<file path="config.mk">
export PLATFORM = sky130hd
export DESIGN_NAME = limit_alert_ctrl
export DESIGN_NICKNAME = d
export VERILOG_FILES = /design/src/rtl/lac_pkg.sv /design/src/rtl/lac_prio.sv /design/src/rtl/lac_cmp.sv /design/src/rtl/lac_flags.sv /design/src/rtl/limit_alert_ctrl.sv
export SDC_FILE = /design/constraint.sdc
export NUM_CORES = 1
export LEC_CHECK = 0
export BUFFER_PORTS_ARGS = -buffer_cell sky130_fd_sc_hd__buf_2
export CAP_MARGIN = 20
export CORE_ASPECT_RATIO = 1.5
export CORE_MARGIN = 1
export CORE_UTILIZATION = 54
export CTS_CLUSTER_DIAMETER = 60
export CTS_CLUSTER_SIZE = 10
export DETAILED_ROUTE_END_ITERATION = 7
export PLACE_DENSITY = 0.87
export SYNTH_ARGS = -nofsm -noshare
export SYNTH_HDL_FRONTEND = slang
export SYNTH_HIERARCHICAL = 1
export SYNTH_SLANG_ARGS = --single-unit
</file>
<file path="constraint.sdc">
create_clock -name clk -period 6 [get_ports clk]
set_input_delay 0.6 -clock clk [delete_from_list [all_inputs] [get_ports clk]]
set_output_delay 0.6 -clock clk [all_outputs]
set_load 0.02 [all_outputs]
</file>
<file path="src/rtl/lac_pkg.sv">
package lac_pkg;
  localparam int DW   = 16;
  localparam int NFN  = 5;
  // bit positions of the control/status word
  localparam int B_EN_LO = 11;
  localparam int B_CNVR  = 10;
  localparam int B_AFF   = 4;
  localparam int B_CVRF  = 3;
  localparam int B_APOL  = 1;
  localparam int B_LEN   = 0;

  typedef struct packed {
    logic [NFN-1:0] en;   // [4]=shunt over .. [0]=power over
    logic           cnvr;
    logic           apol;
    logic           len;
  } lac_ctrl_t;
endpackage

</file>
<file path="src/rtl/lac_prio.sv">
module lac_prio #(
  parameter int N = 5
) (
  input  logic [N-1:0] req,
  output logic [N-1:0] grant
);
  always_comb begin
    logic found;
    found = 1'b0;
    grant = '0;
    for (int i = N-1; i >= 0; i--) begin
      if (req[i] && !found) begin
        grant[i] = 1'b1;
        found    = 1'b1;
      end
    end
  end
endmodule

</file>
<file path="src/rtl/lac_cmp.sv">
module lac_cmp #(
  parameter int W = 16,
  parameter int N = 5
) (
  input  logic [W-1:0] shunt_val,
  input  logic [W-1:0] bus_val,
  input  logic [W-1:0] pwr_val,
  input  logic [W-1:0] limit,
  input  logic [N-1:0] en,
  output logic         hit
);
  logic [N-1:0] trip;

  always_comb begin
    trip    = '0;
    trip[4] = $signed(shunt_val) > $signed(limit);
    trip[3] = $signed(shunt_val) < $signed(limit);
    trip[2] = bus_val > limit;
    trip[1] = bus_val < limit;
    trip[0] = pwr_val > limit;
  end

  assign hit = |(trip & en);
endmodule

</file>
<file path="src/rtl/lac_flags.sv">
module lac_flags (
  input  logic clk,
  input  logic rst_n,
  input  logic conv_done,
  input  logic hit,
  input  logic mask_rd,
  input  logic cfg_wr_clr,
  input  logic len,
  output logic aff,
  output logic cvrf
);
  always_ff @(posedge clk or negedge rst_n) begin
    if (!rst_n) begin
      aff  <= 1'b0;
      cvrf <= 1'b0;
    end else begin
      if (conv_done) begin
        cvrf <= 1'b1;
      end else if (mask_rd || cfg_wr_clr) begin
        cvrf <= 1'b0;
      end

      if (conv_done && hit) begin
        aff <= 1'b1;
      end else if (conv_done && !len) begin
        aff <= 1'b0;
      end else if (mask_rd && len) begin
        aff <= 1'b0;
      end
    end
  end


  cvrf_set_chk: assert property (@(posedge clk) disable iff (!rst_n)
    conv_done |=> cvrf);

  latch_hold_chk: assert property (@(posedge clk) disable iff (!rst_n)
    (aff && len && !mask_rd) |=> aff);

  transp_clear_chk: assert property (@(posedge clk) disable iff (!rst_n)
    (conv_done && !hit && !len) |=> !aff);

  trip_set_chk: assert property (@(posedge clk) disable iff (!rst_n)
    (conv_done && hit) |=> aff);
endmodule

</file>
<file path="src/rtl/limit_alert_ctrl.sv">
module limit_alert_ctrl
  import lac_pkg::*;
#(
  parameter int W = DW
) (
  input  logic         clk,
  input  logic         rst_n,
  input  logic [W-1:0] shunt_val,
  input  logic [W-1:0] bus_val,
  input  logic [W-1:0] pwr_val,
  input  logic         conv_done,
  input  logic         cfg_wr_clr,
  input  logic         reg_wr,
  input  logic         reg_sel,
  input  logic [W-1:0] reg_wdata,
  input  logic         mask_rd,
  output logic [W-1:0] mask_rdata,
  output logic         alert_pin
);
  localparam int EN_HI = B_EN_LO + NFN - 1;

  lac_ctrl_t    ctrl_q;
  logic [W-1:0] lim_q;
  logic [NFN-1:0] en_grant;
  logic         hit;
  logic         aff;
  logic         cvrf;
  logic         active;

  lac_prio #(.N(NFN)) u_prio (
    .req   (reg_wdata[EN_HI:B_EN_LO]),
    .grant (en_grant)
  );

  always_ff @(posedge clk or negedge rst_n) begin
    if (!rst_n) begin
      ctrl_q <= '0;
      lim_q  <= '0;
    end else if (reg_wr) begin
      if (!reg_sel) begin
        ctrl_q.en   <= en_grant;
        ctrl_q.cnvr <= reg_wdata[B_CNVR];
        ctrl_q.apol <= reg_wdata[B_APOL];
        ctrl_q.len  <= reg_wdata[B_LEN];
      end else begin
        lim_q <= reg_wdata;
      end
    end
  end

  lac_cmp #(.W(W), .N(NFN)) u_cmp (
    .shunt_val (shunt_val),
    .bus_val   (bus_val),
    .pwr_val   (pwr_val),
    .limit     (lim_q),
    .en        (ctrl_q.en),
    .hit       (hit)
  );

  lac_flags u_flags (
    .clk        (clk),
    .rst_n      (rst_n),
    .conv_done  (conv_done),
    .hit        (hit),
    .mask_rd    (mask_rd),
    .cfg_wr_clr (cfg_wr_clr),
    .len        (ctrl_q.len),
    .aff        (aff),
    .cvrf       (cvrf)
  );

  always_comb begin
    mask_rdata                 = '0;
    mask_rdata[EN_HI:B_EN_LO]  = ctrl_q.en;
    mask_rdata[B_CNVR]         = ctrl_q.cnvr;
    mask_rdata[B_AFF]          = aff;
    mask_rdata[B_CVRF]         = cvrf;
    mask_rdata[B_APOL]         = ctrl_q.apol;
    mask_rdata[B_LEN]          = ctrl_q.len;
  end

  assign active    = aff | (ctrl_q.cnvr & cvrf);
  assign alert_pin = ctrl_q.apol ? active : ~active;


  one_enable_chk: assert property (@(posedge clk) disable iff (!rst_n)
    $onehot0(mask_rdata[EN_HI:B_EN_LO]));

  aff_pin_chk: assert property (@(posedge clk) disable iff (!rst_n)
    aff |-> (alert_pin == ctrl_q.apol));

  rsvd_zero_chk: assert property (@(posedge clk) disable iff (!rst_n)
    (mask_rdata[9:5] == 5'd0) && !mask_rdata[2]);
endmodule

</file>
==> summary.txt, run 1 <==
Outcome
  • Outcome: finished, final reports clean

Run
  • Max-cap viol count: 0

GRT
  • Initial antenna violation count: 0
  • Pin count of the biggest net entering global routing: 27
  • Gr usage total: 0.244
  • Congestion Overflow GR: 0
  • First-pass GRT wire length: between 8000 and 9000 um
  • Vias in the first global route: around 2,000

Timing
  • Hold WS: about 0.33 ns
  • Worst-Margin Slew: approximately 0.95 ns
  • Final Hold Fails: 0
  • # setup viols final: 0
  • Period minus WS final: between 2 and 3 ns
  • Pins Over Slew Limit: 0
  • TNS Setup: 0 ns
  • Slew HR: 0.368
  • Worst Clk Skew: 0.00624 ns
  • Fmax: roughly 400 MHz
  • RSZ-0062 raised after global routing: false
  • Final worst slack: roughly 3.5 ns
  • Period utilization: 0.417

Setup path
  • Critical Path AT: 2.67 ns
  • Reg2reg end: u_flags/aff
  • Largest stage delay on the critical path: between 0.5 and 0.6 ns
  • CP Launch Point: lim_q[14]
  • Worst reg2reg startpoint: lim_q[14]
  • WP data required: slightly above 6 ns
  • Worst R2R Setup Slack: approximately 3.5 ns
  • Crit end category: register
  • Worst-path cell chain: inv_1 -> ha_1 -> nand4_1 -> or4_1 -> a21o_1 -> a31oi_1 -> nand3b_1 -> o2111ai_2 -> a22o_1
  • Reg2Reg Depth: 9
  • Startpoint Class: register
  • Critical path type: reg -> reg
  • Crit path to: u_flags/aff
  • CP max-delay cell: or4_1
  • CP max FO: 3

Clock network
  • Clock Path Buffers: 2
  • Clk sink count: 26
  • Clk pin slew, worst setup/hold paths: 0.09 ns
  • Setup Buffers After CTS: 0
  • PostCTS Resize Cnt: 0
  • Worst skew pair latency: between 0.2 and 0.3 ns
  • TritonCTS clock tree: yes
  • Hold_buf cts: 0
  • H-tree Lvls: 1
  • Clock buffer count from CTS: 3
  • CTS root buf: clkbuf_8

Power
  • PwrDens: roughly 210 nW/um^2
  • Max VDD drop: approximately 0.16 mV
  • Sw frac: 0.368
  • Register share of total power: 0.379
  • Comb power frac: 0.447
  • Net Switching: 212 uW
  • Clock power share: 0.175
  • Leakage power: 0.00148 uW
  • Power Total: a little under 600 uW
  • Internal: 365 uW

Routing
  • Drt wl/cell: about 16 um
  • DRC: 0
  • Routed vias/inst: about 5.7
  • ANT nets after route: 0
  • Initial DRT Pass Iterations: 4
  • Vias: between 1,500 and 2,000
  • Post-Route WL: between 5000 and 6000 um
  • Detailed Route Iter0 Violations: 50

Floorplan
  • Row cnt: 29
  • Core ar.: around 4200 sq um
  • Initial Util: 0.556
  • Die height: about 83 um
  • Die X: roughly 56 um
  • Die ar.: between 4000 and 5000 sq um
  • I/O Pins: ~90

Place
  • GPL Wtd Cong: approximately 0.87
  • DP Worst Slack: about 3.2 ns
  • Port Buffer Count: 81
  • Post-DP HPWL: 4550 um

Final layout
  • Layout cells sized above 1: 0.384
  • Nets@finish: about 420
  • Area growth from synthesis to layout: 18.1%
  • Antenna cells: 0

Synthesis
  • Sequential area share after synthesis: 0.278
  • Ys Warns: 6
  • Post-synth EDFFs: 0
  • Syn Inst Count: around 220
  • Yosys top cell area share: 0.278
  • Synth cell types: 39
  • Syn Area/Cell: around 11 sq um
  • Leading area contributor after synthesis: dfrtp_1
  • Ys flop type: dfrtp_1
  • Synth async-reset ratio: 1.00
  • #FFs+latches synth: 26
  • Mapped Area: around 2300 sq um
  • Area contributors post-synth: dfrtp_1 (28%), ha_1 (26%), mux2_4 (12%)

Worst hold path
  • Hold Crit Class: in -> async
-- synthesized netlist by cell type (all sizes together), types with 2 or more instances --
master,number
o21ai,6
o211ai,4
inv,19
nand4,12
nand2b,3
nor2b,7
buf,11
a21o,5
or4,2
nor2,3
mux2,24
a211oi,2
a21oi,19
nand3,4
nand2,7
dfrtp,26
ha,48
a31oi,2
-- state kept, by name, summed over array words and instances (netlist names) --
| signal | cells |
|---|---|
| u_flags/aff | 1 |
| u_flags/cvrf | 1 |
| lim_q | 16 |
| mask_rdata | 8 |
-- power groups by stage --
stage / registers (uW) / logic [uW] / clock network, uW
2_1_floorplan: 223 / 177 / 0
3_3_place_gp: 221 / 244 / 0
4_1_cts: 218 / 257 / 102
5_1_grt: 222 / 288 / 110
3_5_place_dp: 221 / 255 / 0
6_report: 219 / 258 / 101
-- worst min path at each step --
stage | end | cells past startpoint | slack [ns]
6_report | lim_q[7] | 1 | 0.33
5_1_grt | lim_q[7] | 1 | 0.36
4_1_cts | u_flags/aff | 1 | 0.35
3_5_place_dp | u_flags/cvrf | 1 | 0.49
3_3_place_gp | u_flags/cvrf | 1 | 0.48
2_1_floorplan | lim_q[0] | 0 | 0.30
-- final cells by class --
cell class	count	area, sq um
Inverter	19	71.3
Tap cell	46	57.6
Timing Repair Buffer	81	405
Clock buffer	3	41.3
Fill cell	357	1450
Multi-Input combinational cell	168	1540
Sequential cell	26	651
-- metrics by stage --
step / util / instances / cell area [sq um]
5_1_grt: 0.657 / 343 / 2760
2_1_floorplan: - / 224 / 2360
6_report: 0.657 / 343 / 2760
4_1_cts: 0.657 / 343 / 2760
3_5_place_dp: 0.647 / 340 / 2720
3_3_place_gp: 0.647 / 340 / 2720
-- logic make-up after synthesis --
| group | after synthesis | synth area share |
|---|---|---|
| adders and majority gates | 48 | 0.257 |
| AOI/OAI and AO/OA | 44 | 0.119 |
| and+or+nand+nor | 44 | 0.119 |
| buffers and inverters | 30 | 0.0727 |
| DFF | 26 | 0.278 |
| muxes | 25 | 0.149 |
| other | 1 | 0.00160 |
| xor gates and xnor gates | 1 | 0.00374 |
-- cell usage in the layout (no fill, tap or decap), types with 6 or more instances in the layout --
| cell | netlist | final |
|---|---|---|
| nand4_1 | 12 | 12 |
| dfrtp_1 | 26 | 26 |
| ha_1 | 48 | 48 |
| conb_1 | 1 | 6 |
| mux2_4 | 18 | 18 |
| buf_2 | 0 | 81 |
| mux2_2 | 6 | 6 |
| nand2_1 | 6 | 6 |
| inv_1 | 19 | 19 |
| nor2b_1 | 7 | 7 |
| a21oi_1 | 19 | 19 |
-- per-layer routing --
layer | GRT usage | part of all wire | up-vias
met5 | 0 | 0 | -
met3 | 0.0327 | 0.057 | 20
met4 | 0.120 | 0.033 | 0
met2 | 0.473 | 0.53 | 83
met1 | 0.259 | 0.38 | 909
li1 | - | - | 960
-- worst max-delay path, delay by kind of cell, from the launching register on --
kind | cells | cell delay, ns
compound gates | 4 | 0.76
flops | 1 | 0.36
buf+inv | 1 | 0.08
simple gates | 3 | 0.88
fa+ha+maj | 1 | 0.32
Note: power is estimated with default switching activity, not from simulation.
==> run 2, diff against run 1 <==
--- a/config.mk
+++ b/config.mk
@@ -9,11 +9,11 @@
 export CAP_MARGIN = 20
 export CORE_ASPECT_RATIO = 1.5
 export CORE_MARGIN = 1
-export CORE_UTILIZATION = 54
+export CORE_UTILIZATION = 50
 export CTS_CLUSTER_DIAMETER = 60
 export CTS_CLUSTER_SIZE = 10
 export DETAILED_ROUTE_END_ITERATION = 7
-export PLACE_DENSITY = 0.87
+export PLACE_DENSITY = 0.81
 export SYNTH_ARGS = -nofsm -noshare
 export SYNTH_HDL_FRONTEND = slang
 export SYNTH_HIERARCHICAL = 1
==> constraint.sdc (replaced) <==
create_clock -name clk -period 2.4 [get_ports clk]
set_input_delay 0.24 -clock clk [delete_from_list [all_inputs] [get_ports clk]]
set_output_delay 0.24 -clock clk [all_outputs]
set_load 0.02 [all_outputs]
==> run 2 against run 1 <==
The flow now finishes with violations (DRC); sequential power increased by 150%; first-iteration DRC count rose by 64%; highest routed layer unchanged; utilization fell by 1.1 points; largest power group unchanged; largest cell class unchanged; register-to-register slack lost 3.5 ns; clock skew down 0.0023 ns.
==> summary.txt, run 2 (synthesis results as in run 1) <==
Routing
  • Vias: 1,994 (+1.1%)
  • Drt wl/cell: 15.9 um (about the same)
  • Routed vias/inst: 5.65 (-1.7%)
  • Initial DRT Pass Iterations: 6 (+2)
  • DRC: 4 (+4)
  • Post-Route WL: 5630 um (+2.8%)
  • ANT nets after route: 0 (unchanged)
  • Detailed Route Iter0 Violations: 82 (+64%)

Setup path
  • Critical Path AT: 2.55 ns (-0.12 ns)
  • Critical path type: reg -> reg
  • CP Launch Point: lim_q[10]
  • Reg2Reg Depth: 9 (unchanged)
  • Worst reg2reg startpoint: lim_q[10]
  • Crit end category: register
  • WP data required: 2.58 ns (-3.59 ns)
  • CP max FO: 3 (unchanged)
  • Startpoint Class: register

Final layout
  • Nets@finish: 425 (+1.7%)
  • Biggest register: lim_q
  • Commonest non-fill, non-tap cell in the layout: buf_2
  • Area growth from synthesis to layout: 24.3%
  • Final core occ: 0.646 (-0.0111)
  • Number of flip-flops in the largest register: 16 (unchanged)
  • Commonest cells after routing, fill and taps aside: buf_2 (81), ha_1 (43), dfrtp_1 (26)
  • Layout cells sized above 1: 0.439 (+0.0555)
  • Antenna cells: 0 (unchanged)
  • Final Cell Area: 2910 sq um (+5.2%)

GRT
  • First-pass GRT wire length: 8640 um (-0.56%)
  • Pin count of the biggest net entering global routing: 27 (unchanged)
  • Congestion Overflow GR: 0 (unchanged)
  • Initial antenna violation count: 0 (unchanged)
  • Vias in the first global route: 1,956 (-2.0%)
  • Gr usage total: 0.226 (-0.0180)

Outcome
  • Outcome: complete, but fails checks
  • Failing checks: DRC

Clock network
  • Clock buffer count from CTS: 3 (unchanged)
  • Clk pin slew, worst setup/hold paths: 0.09 ns (about the same)
  • CTS root buf: clkbuf_8
  • H-tree Lvls: 1 (unchanged)
  • Clk sink count: 26 (unchanged)
  • TritonCTS clock tree: yes
  • Clock Path Buffers: 2 (unchanged)
  • Worst skew pair latency: 0.28 ns (about the same)

Timing
  • Worst-Margin Slew: 0.624 ns (-0.321 ns)
  • RSZ-0062 raised after global routing: true
  • Final Hold Fails: 0 (unchanged)
  • # setup viols final: 0 (unchanged)
  • Slew HR: 0.584 (+0.216)
  • Pins Over Slew Limit: 0 (unchanged)
  • Final worst slack: 0.0231 ns (-3.47 ns)
  • Period utilization: 0.990 (+0.573)
  • Period minus WS final: 2.38 ns (-0.128 ns)
  • Fmax: 421 MHz (+5.4%)
  • Worst Clk Skew: 0.00390 ns (-0.00235 ns)

Place
  • Port Buffer Count: 81 (unchanged)
  • Cell area after placement: 2730 sq um (+0.37%)
  • Post-DP HPWL: 4600 um (+1.1%)
  • DP Worst Slack: -0.0273 ns (-3.28 ns)
  • GPL Wtd Cong: 0.858 (-1.5%)

Floorplan
  • Die height: 85.8 um (+3.8%)
  • Initial Util: 0.519 (-0.0364)
  • I/O Pins: 88 (unchanged)
  • Core ar.: 4500 sq um (+7.0%)
  • Die X: 57.9 um (+3.8%)
  • Row cnt: 30 (+3.4%)
  • Die ar.: 4960 sq um (+7.8%)

Power
  • PwrDens: 524 nW/um^2 (+150%)
  • Max VDD drop: 0.272 mV (+74%)
  • Leakage power: 0.00151 uW (+2.4%)
  • Power Total: 1520 uW (+160%)

Worst hold path
  • Worst Hold Launch: reg_wdata[4]
  • Hold Crit Class: in -> reg
  • Hold-critical path depth: 2

Run
  • Max-cap viol count: 0 (unchanged)
run 2: cell count changes in the layout (fill, tap and decap cells not counted), sizes merged:
cell	delta
buf	+6
clkbuf	+1
dlygate4sd3	+1
run 2: path summary, 6_finish.rpt:
kind	endpoint	slack [ns]
setup reg to reg	u_flags/aff	0.02
min in group asynchronous	u_flags/cvrf	0.54
setup / recovery	u_flags/aff	0.02
hold / removal	lim_q[4]	0.18
max in group asynchronous	lim_q[11]	1.44
hold reg to reg	lim_q[1]	0.51
run 2: final cells by class:
type,count,area [sq um]
Sequential cell,26,651
Multi-Input combinational cell,168,1610
Inverter,19,71.3
Timing Repair Buffer,88,460
Clock buffer,4,55.1
Tap cell,48,60.1
Fill cell,373,1600
run 2: metrics by stage:
| stage | hold WS (ns) | setup TNS (ns) | std cells |
|---|---|---|---|
| global route | 0.179 | -0.0799 | 353 |
| global placement | 0.276 | 0 | 343 |
| CTS | 0.177 | 0 | 350 |
| finish | 0.181 | 0 | 353 |
| floorplan | -0.0556 | 0 | 224 |
| detailed placement | 0.289 | -0.0273 | 343 |
run 2: per-layer routing:
metal	wire [um]	vias to the layer above	global-route usage
li1	-	977	-
met1	2250	937	0.263
met2	2970	65	0.406
met3	226	15	0.0241
met4	193	0	0.102
met5	0	-	0
run 2: what timing repair did:
item / CTS / global route
pin swaps: 6 / 3
hold buffers: 1 / 0
setup buffers: 2 / 3
resized for setup: 7 / 6
endpoints found under the setup margin: 1 / 1
endpoints found under the hold margin: 26 / 0
run 2: report_power, final:
group / internal, uW / switching [uW]
sequential: 499 / 47.1
clock: 147 / 147
combinational: 330 / 353
run 2: worst max-delay path: stages (launching register included):
cell	delay, ns
dfrtp_1	0.35
inv_1	0.10
ha_4	0.28
nand4_1	0.11
or4_4	0.54
a21o_1	0.19
a31oi_2	0.20
nand3b_1	0.15
o2111ai_2	0.12
a22o_1	0.22
